File: src/rtl/rtc_calendar_chain.sv
module rtc_calendar_chain (
  input  logic        clk,
  input  logic        rst_n,
  input  logic        tick,
  input  logic        wr_en,
  input  logic [3:0]  wr_sel,
  input  logic [3:0]  wr_data,
  output logic [51:0] digits
);

  logic [3:0] s1, mi1, h1, d1, mo1, y1, y10;
  logic [2:0] s10, mi10, w;
  logic [1:0] h10, d10, leap;
  logic       mode24, pm, mo10;

  logic       en_mi, en_h, en_day, en_mo, en_yr;
  logic       h_is23, h_is11, h_is12;
  logic [1:0] yr_phase;
  logic [4:0] mon_v, last_day;
  logic [5:0] day_v;

  assign en_mi  = tick && s1 == 4'd9 && s10 == 3'd5;
  assign en_h   = en_mi && mi1 == 4'd9 && mi10 == 3'd5;
  assign h_is23 = h10 == 2'd2 && h1 == 4'd3;
  assign h_is11 = h10 == 2'd1 && h1 == 4'd1;
  assign h_is12 = h10 == 2'd1 && h1 == 4'd2;
  assign en_day = en_h && (mode24 ? h_is23 : (h_is11 && pm));

  assign yr_phase = {y10[0], 1'b0} + y1[1:0] + leap;
  assign mon_v    = mo10 ? 5'd10 + {1'b0, mo1} : {1'b0, mo1};
  assign day_v    = 6'(d10) * 6'd10 + {2'b00, d1};

  always_comb begin
    case (mon_v)
      5'd2:                        last_day = (yr_phase == 2'd0) ? 5'd29 : 5'd28;
      5'd4, 5'd6, 5'd9, 5'd11:     last_day = 5'd30;
      default:                     last_day = 5'd31;
    endcase
  end

  assign en_mo = en_day && day_v == {1'b0, last_day};
  assign en_yr = en_mo && mo10 && mo1 == 4'd2;

  always_ff @(posedge clk or negedge rst_n) begin
    if (!rst_n) begin
      s1 <= '0; s10 <= '0; mi1 <= '0; mi10 <= '0;
      h1 <= '0; h10 <= '0; mode24 <= 1'b1; pm <= 1'b0;
      w <= '0; d1 <= 4'd1; d10 <= '0; leap <= '0;
      mo1 <= 4'd1; mo10 <= 1'b0; y1 <= '0; y10 <= '0;
    end else begin
      if (tick) begin
        s1 <= (s1 == 4'd9) ? 4'd0 : s1 + 4'd1;
        if (s1 == 4'd9) s10 <= (s10 == 3'd5) ? 3'd0 : s10 + 3'd1;
      end
      if (en_mi) begin
        mi1 <= (mi1 == 4'd9) ? 4'd0 : mi1 + 4'd1;
        if (mi1 == 4'd9) mi10 <= (mi10 == 3'd5) ? 3'd0 : mi10 + 3'd1;
      end
      if (en_h) begin
        if (mode24) begin
          if (h_is23) begin h10 <= 2'd0; h1 <= 4'd0; end
          else if (h1 == 4'd9) begin h10 <= h10 + 2'd1; h1 <= 4'd0; end
          else h1 <= h1 + 4'd1;
        end else begin
          if (h_is12) begin h10 <= 2'd0; h1 <= 4'd1; end
          else if (h_is11) begin h1 <= 4'd2; pm <= ~pm; end
          else if (h1 == 4'd9) begin h10 <= 2'd1; h1 <= 4'd0; end
          else h1 <= h1 + 4'd1;
        end
      end
      if (en_day) begin
        w <= (w == 3'd6) ? 3'd0 : w + 3'd1;
        if (en_mo) begin d10 <= 2'd0; d1 <= 4'd1; end
        else if (d1 == 4'd9) begin d10 <= d10 + 2'd1; d1 <= 4'd0; end
        else d1 <= d1 + 4'd1;
      end
      if (en_mo) begin
        if (en_yr) begin mo10 <= 1'b0; mo1 <= 4'd1; end
        else if (mo1 == 4'd9) begin mo10 <= 1'b1; mo1 <= 4'd0; end
        else mo1 <= mo1 + 4'd1;
      end
      if (en_yr) begin
        y1 <= (y1 == 4'd9) ? 4'd0 : y1 + 4'd1;
        if (y1 == 4'd9) y10 <= (y10 == 4'd9) ? 4'd0 : y10 + 4'd1;
      end
      if (wr_en) begin
        case (wr_sel)
          4'd0:  s1   <= wr_data;
          4'd1:  s10  <= wr_data[2:0];
          4'd2:  mi1  <= wr_data;
          4'd3:  mi10 <= wr_data[2:0];
          4'd4:  h1   <= wr_data;
          4'd5:  begin mode24 <= wr_data[3]; pm <= wr_data[2] & ~wr_data[3]; h10 <= wr_data[1:0]; end
          4'd6:  w    <= wr_data[2:0];
          4'd7:  d1   <= wr_data;
          4'd8:  begin leap <= wr_data[3:2]; d10 <= wr_data[1:0]; end
          4'd9:  mo1  <= wr_data;
          4'd10: mo10 <= wr_data[0];
          4'd11: y1   <= wr_data;
          4'd12: y10  <= wr_data;
          default: ;
        endcase
      end
    end
  end

  assign digits = {y10, y1, 3'b000, mo10, mo1, leap, d10, d1, 1'b0, w,
                   mode24, pm, h10, h1, 1'b0, mi10, mi1, 1'b0, s10, s1};

endmodule

File: config.mk
export PLATFORM = sky130hd
export DESIGN_NAME = rtc_calendar_chain
export DESIGN_NICKNAME = d
export VERILOG_FILES = /design/src/rtl/rtc_calendar_chain.sv
export SDC_FILE = /design/constraint.sdc
export NUM_CORES = 1
export LEC_CHECK = 0
export BUFFER_PORTS_ARGS = -buffer_cell sky130_fd_sc_hd__clkbuf_2
export CORE_MARGIN = 1.5
export CORE_UTILIZATION = 30
export DETAILED_ROUTE_END_ITERATION = 10
export PLACE_DENSITY = 0.46
export REMOVE_ABC_BUFFERS = 1
export SYNTH_ARGS = -nofsm -noshare
export SYNTH_HDL_FRONTEND = slang
export SYNTH_SLANG_ARGS = --single-unit
File: constraint.sdc
create_clock -name clk -period 3.93 [get_ports clk]
set_clock_uncertainty 0.2 [all_clocks]
set_input_delay 0.393 -clock clk [delete_from_list [all_inputs] [get_ports clk]]
set_output_delay 0.393 -clock clk [all_outputs]
set_load 0.02 [all_outputs]
### Yosys cells after proc, flatten, opt, wreduce, memory -nomap -nowiden

Index checks and enable logic that the tools add are counted.

| operators by class | value |
|---|---|
| add/sub/neg operators | 16 |
| reductions and logical operators | 17 |
| equality and inequality tests | 34 |
| multiplexer cells | 78 |
| multiply operators | 1 |
| bitwise gates (word level) | 3 |

Operator list:

| kind | number |
|---|---|
| $mux 4 | 35 |
| $eq 4x4->1 const B | 12 |
| $mux 3 | 14 |
| $add 4x1->4 const B | 7 |
| $mux 2 | 14 |
| $eq 4x2->1 const B | 5 |
| $eq 4x3->1 const B | 4 |
| $mux 1 | 13 |
| $logic_and 1x1->1 | 12 |
| $eq 5x3->1 const B | 2 |
| $eq 5x4->1 const B | 2 |
| $add 3x1->3 const B | 3 |
| $eq 3x3->1 const B | 3 |
| $eq 4x1->1 const B | 2 |
| $add 6x4->6 | 1 |
| $eq 6x5->1 | 1 |
| $add 4x4->5 const A | 1 |
| $eq 5x2->1 const B | 1 |
| $mul 2x3->5 const B | 1 |
| $mux 5 | 1 |
| $add 2x1->2 const B | 2 |
| $add 2x2->2 | 2 |
| $logic_not 4->1 | 1 |
| $pmux 2 s2 | 1 |
| other kinds (7) | 9 |

| word-level totals | value |
|---|---|
| output and inout port bits | 52 |
| flip-flop bits (word level) | 46 |
| bits of input ports | 12 |

### Longest topological paths before layout

| logic depth | value |
|---|---|
| word-level depth | 13 |
| gate-level depth with buffers | 13 |

### Worst setup path before layout

OpenSTA, ideal clock, no wires.

| timing | value |
|---|---|
| kind | flip-flop to flip-flop |
| start | reg h1[0] |
| end | reg y1[1] |
| path buffers | 2 |
| setup slack | 0.207 ns |
| arrival time | 3.398 ns |
| stages on the path, launching flop included | 13 |
| clock period less this slack | 3.723 ns |
| library setup time | 0.125 ns |
| path through | dfrtp_1 -> clkbuf_1 -> nand2b_1 -> nor2_1 -> ha_1 -> nor2_1 -> or4b_4 -> or3_1 -> buf_6 -> a2111o_4 -> nor3_2 -> mux2_1 -> mux2_2 |

| between the ends | value |
|---|---|
| word-level cells in the longest chain between the ends | 11 |
| elaborated cells on any way between the ends | 13 |
| those cells by class | eq/ne (2); mux (4); reduce/logical (7) |

RTL lines:

| item | line | source |
|---|---|---|
| start: declaration | 11 | `logic [3:0] s1, mi1, h1, d1, mo1, y1, y10;` |
| start signal: assignment | 63 | `else h1 <= h1 + 4'd1;` |
| start signal: assignment | 68 | `else h1 <= h1 + 4'd1;` |
| start signal: assignment | 92 | `4'd4: h1 <= wr_data;` |
| $eq 4x1->1 | 25 | `assign h_is11 = h10 == 2'd1 && h1 == 4'd1;` |
| $logic_and 1x1->1 | 25 |  |
| $logic_and 1x1->1 | 27 | `assign en_day = en_h && (mode24 ? h_is23 : (h_is11 && pm));` |
| $mux 1 * | 27 |  |
| $logic_and 1x1->1 * | 27 |  |
| $logic_and 1x1->1 * | 41 | `assign en_mo = en_day && day_v == {1'b0, last_day};` |
| $logic_and 1x1->1 * (2 in series) | 42 | `assign en_yr = en_mo && mo10 && mo1 == 4'd2;` |
| $mux 4 * | 82 | `if (en_yr) begin` |
| $mux 4 | 87 | `case (wr_sel)` |
| $mux 4 * | 86 | `if (wr_en) begin` |
| end signal: assignment | 83 | `y1 <= (y1 == 4'd9) ? 4'd0 : y1 + 4'd1;` |
| end signal: assignment | 99 | `4'd11: y1 <= wr_data;` |
| end: declaration | 11 |  |

Every way passes the cells marked *; elsewhere a longest branch is shown, timed or not.
A chain may end at the register's enable or synchronous reset.

### Worst setup path after layout

| timing | value |
|---|---|
| start | reg h1[3] |
| end | reg y1[1] |

The elaborated chain is that of the path after synthesis.

==> results.toml <==
[synth]
synth_compound_area_frac = 0.202
yosysTopAreaCell = "dfrtp_1"
synthTopCellsByArea = "dfrtp_1 (33%), a21oi_1 (5.5%), nand2_1 (5.0%)"
synth_warnings = 0
syn_area_sq_um = 3300
syn_avg_cell_area_sq_um = 8.45
yosys-top-cells-count = "nand2_1 (44), dfrtp_1 (43), nor2_1 (41)"
synth_top_family_by_area = "simple AND/OR/NAND/NOR gates"
synth-main-ff-cell = "dfrtp_1"
synth-edff-count = 0
ys_ff_latch = 46
synth.most_common_cell = "nand2_1"
synthAdderAreaFrac = 0.0478
yosysUniqueCellTypes = 68
async_reset_ff_frac = 1.00
synth_xor_area_frac = 0.0585
synth-simple-area-share = 0.243
synthMuxAreaShare = 0.0353
synthCells = 390
synth_top_area_frac = 0.326
ys_seq_area_frac = 0.350

[placement]
placed_cell_area_sq_um = 3680
place.detailed.hpwl_microns = 6340
preCtsSetupSlack_ns = 0.258
port_buffers = 57
place_congestion = 0.762
place_inst = 571

[routing]
topRoutingLayerUsed = "met4"
dr_wl_met2_microns = 4020
firstDrtPassIters = 5
wirelength_microns = 8510
drt-initial-drc-count = 126
wl_per_cell_microns = 14.7
num_vias = 2899
route.met3.wl_microns = 258
m1WireLength_microns = 4140
detail-route-antenna-nets = 0
via_per_inst = 5.01
drc = 0

[power]
power-per-cell-area_nw_per_um2 = 528
power.total_mw = 1.99
leakagePower_nw = 1.61
irDropWorstVdd_v = 0.000289

[timing]
max_slew_margin = 0.343
fin_ws_ns = 0.271
max_freq_ghz = 0.273
finalHoldViolCount = 0
grt_setup_unrepaired = "no"
drv_slew = 0
min_period_ns = 3.66
setup-tns-final_ns = 0
final-setup-viol-count = 0
tightest_slew_ns = 0.977
fin_crit_sh = 0.931
hold_ws_ns = 0.202

[critical_path]
worstSetupPathType = "reg -> reg"
cpPeakStageDelay_ns = 0.51
critPathLaunchType = "flop"
cp_data_arrival_time_ns = 3.66
path_buf_inv = 0
critPathRequiredTime_ns = 3.93
path_delay_family = "simple AND/OR/NAND/NOR gates"
crit_top_cell = "nor2_1"
cp_cell_sequence = "nor2_1 > nand2_1 > nor2_1 > ha_1 > nor2_1 > or4b_4 > or3_1 > a2111o_4 > nor3_2 > mux2_1 > mux2_2"
worst-path-stages = 11
crit_path_end_kind = "flop"
worstRegToRegCells = 11
cp_max_fo = 6
slowest_stage = "a2111o_4"

[die]
die-width_microns = 108
io_pins = 64
die_y_microns = 108
initial_utilization = 0.305
coreArea_sq_um = 10800
die-area_sq_um = 11600
row_count = 38

[grt]
grt_max_degree = 26
grt_pass1_wl_microns = 14000
grt-ovfl-total = 0
grt_pass1_vias = 2691
antenna_found_initial = 0
grtUsageTotal = 0.154

[clocking]
cts_root_buffer = "clkbuf_8"
cts_made_buffers = 5
htree_levels = 2
cts_resized = 0
post-cts-setup-buffer-count = 0
cts.path.max_buffers = 2
insertion_delay_ns = 0.30
hold_buffers = 1
tritoncts = "done"
cts.sinks = 46
path_clk_slew_ns = 0.09

[worst_hold_path]
hold_path.class = "in -> reg"
hold_depth = 3

[run_status]
status = "complete, no violations"

[cells_and_area]
layout-drive-gt1-share = 0.216
final_area_sq_um = 3770
area_growth_pct = 14.3
final_net_count = 463
fin_cells = 579
post-route-util = 0.349
antennaDiodeCount = 0

[flow_run]
maxCapViolCount = 0
## worst paths after layout
kind	slack (ns)	to	from
max	0.27	y1[1]	h1[3]
min	0.20	s1[0]	tick
max reg2reg	0.27	y1[1]	h1[3]
min reg2reg	0.35	mode24	mode24
max in group asynchronous	2.37	h10[1]	rst_n
min in group asynchronous	0.40	leap[0]	rst_n
## kinds of logic (layout without fill, tap and decap cells)
| group | after synthesis | in the layout |
|---|---|---|
| and+or+nand+nor | 153 | 153 |
| DFF | 46 | 46 |
| adders and majority gates | 12 | 12 |
| AOI/OAI and AO/OA | 102 | 102 |
| buffers and inverters | 43 | 87 |
| other | 1 | 6 |
| xor gates and xnor gates | 22 | 22 |
| muxes | 11 | 11 |
## worst reg2reg max path: cells and delay by family, from the launching register on
| family | cells | cell delay [ns] |
|---|---|---|
| AND/OR/NAND/NOR | 7 | 1.69 |
| multiplexers | 2 | 0.60 |
| AO/OA/AOI/OAI | 1 | 0.51 |
| adder cells (fa/ha/maj) | 1 | 0.15 |
| flip-flops | 1 | 0.43 |
## per-layer routing
layer | track usage | vias up
met5 | 0 | -
met4 | 0.0423 | 0
met3 | 0.0176 | 6
met2 | 0.254 | 63
met1 | 0.212 | 1361
li1 | - | 1469
## cell type report
type	count	area, sq um
flip-flops and latches	46	1150
well taps	140	175
multi-input cells	306	1960
clock buffers	6	72.6
fillers	1152	7030
inverters	16	60.1
clock inverters	1	7.51
repair buffers	64	340
## cells in the final DEF, fill, tap and decap left out, types with 11 or more instances in the layout
master | synthesis | layout
inv_1 | 16 | 16
xnor2_1 | 13 | 13
clkbuf_2 | 0 | 57
nor2_1 | 41 | 41
dfrtp_1 | 43 | 43
nand2_1 | 44 | 44
o21ai_0 | 21 | 21
a21oi_1 | 36 | 36
nor3_1 | 12 | 12
ha_1 | 11 | 11
## report_power, final
group | internal, mW | leakage, nW | switching [mW]
sequential | 0.610 | 0.543 | 0.202
combinational | 0.362 | 1.03 | 0.524
clock | 0.122 | 0.0373 | 0.167
total | 1.09 | 1.61 | 0.892
## flip-flops by register name (all words and copies together) (netlist names), 3 cells and up
name	flops
mi1	4
w	3
y10	4
s1	4
d1	4
y1	4
s10	3
mo1	4
mi10	3
h1	4
Power figures use the tool's default switching activity.
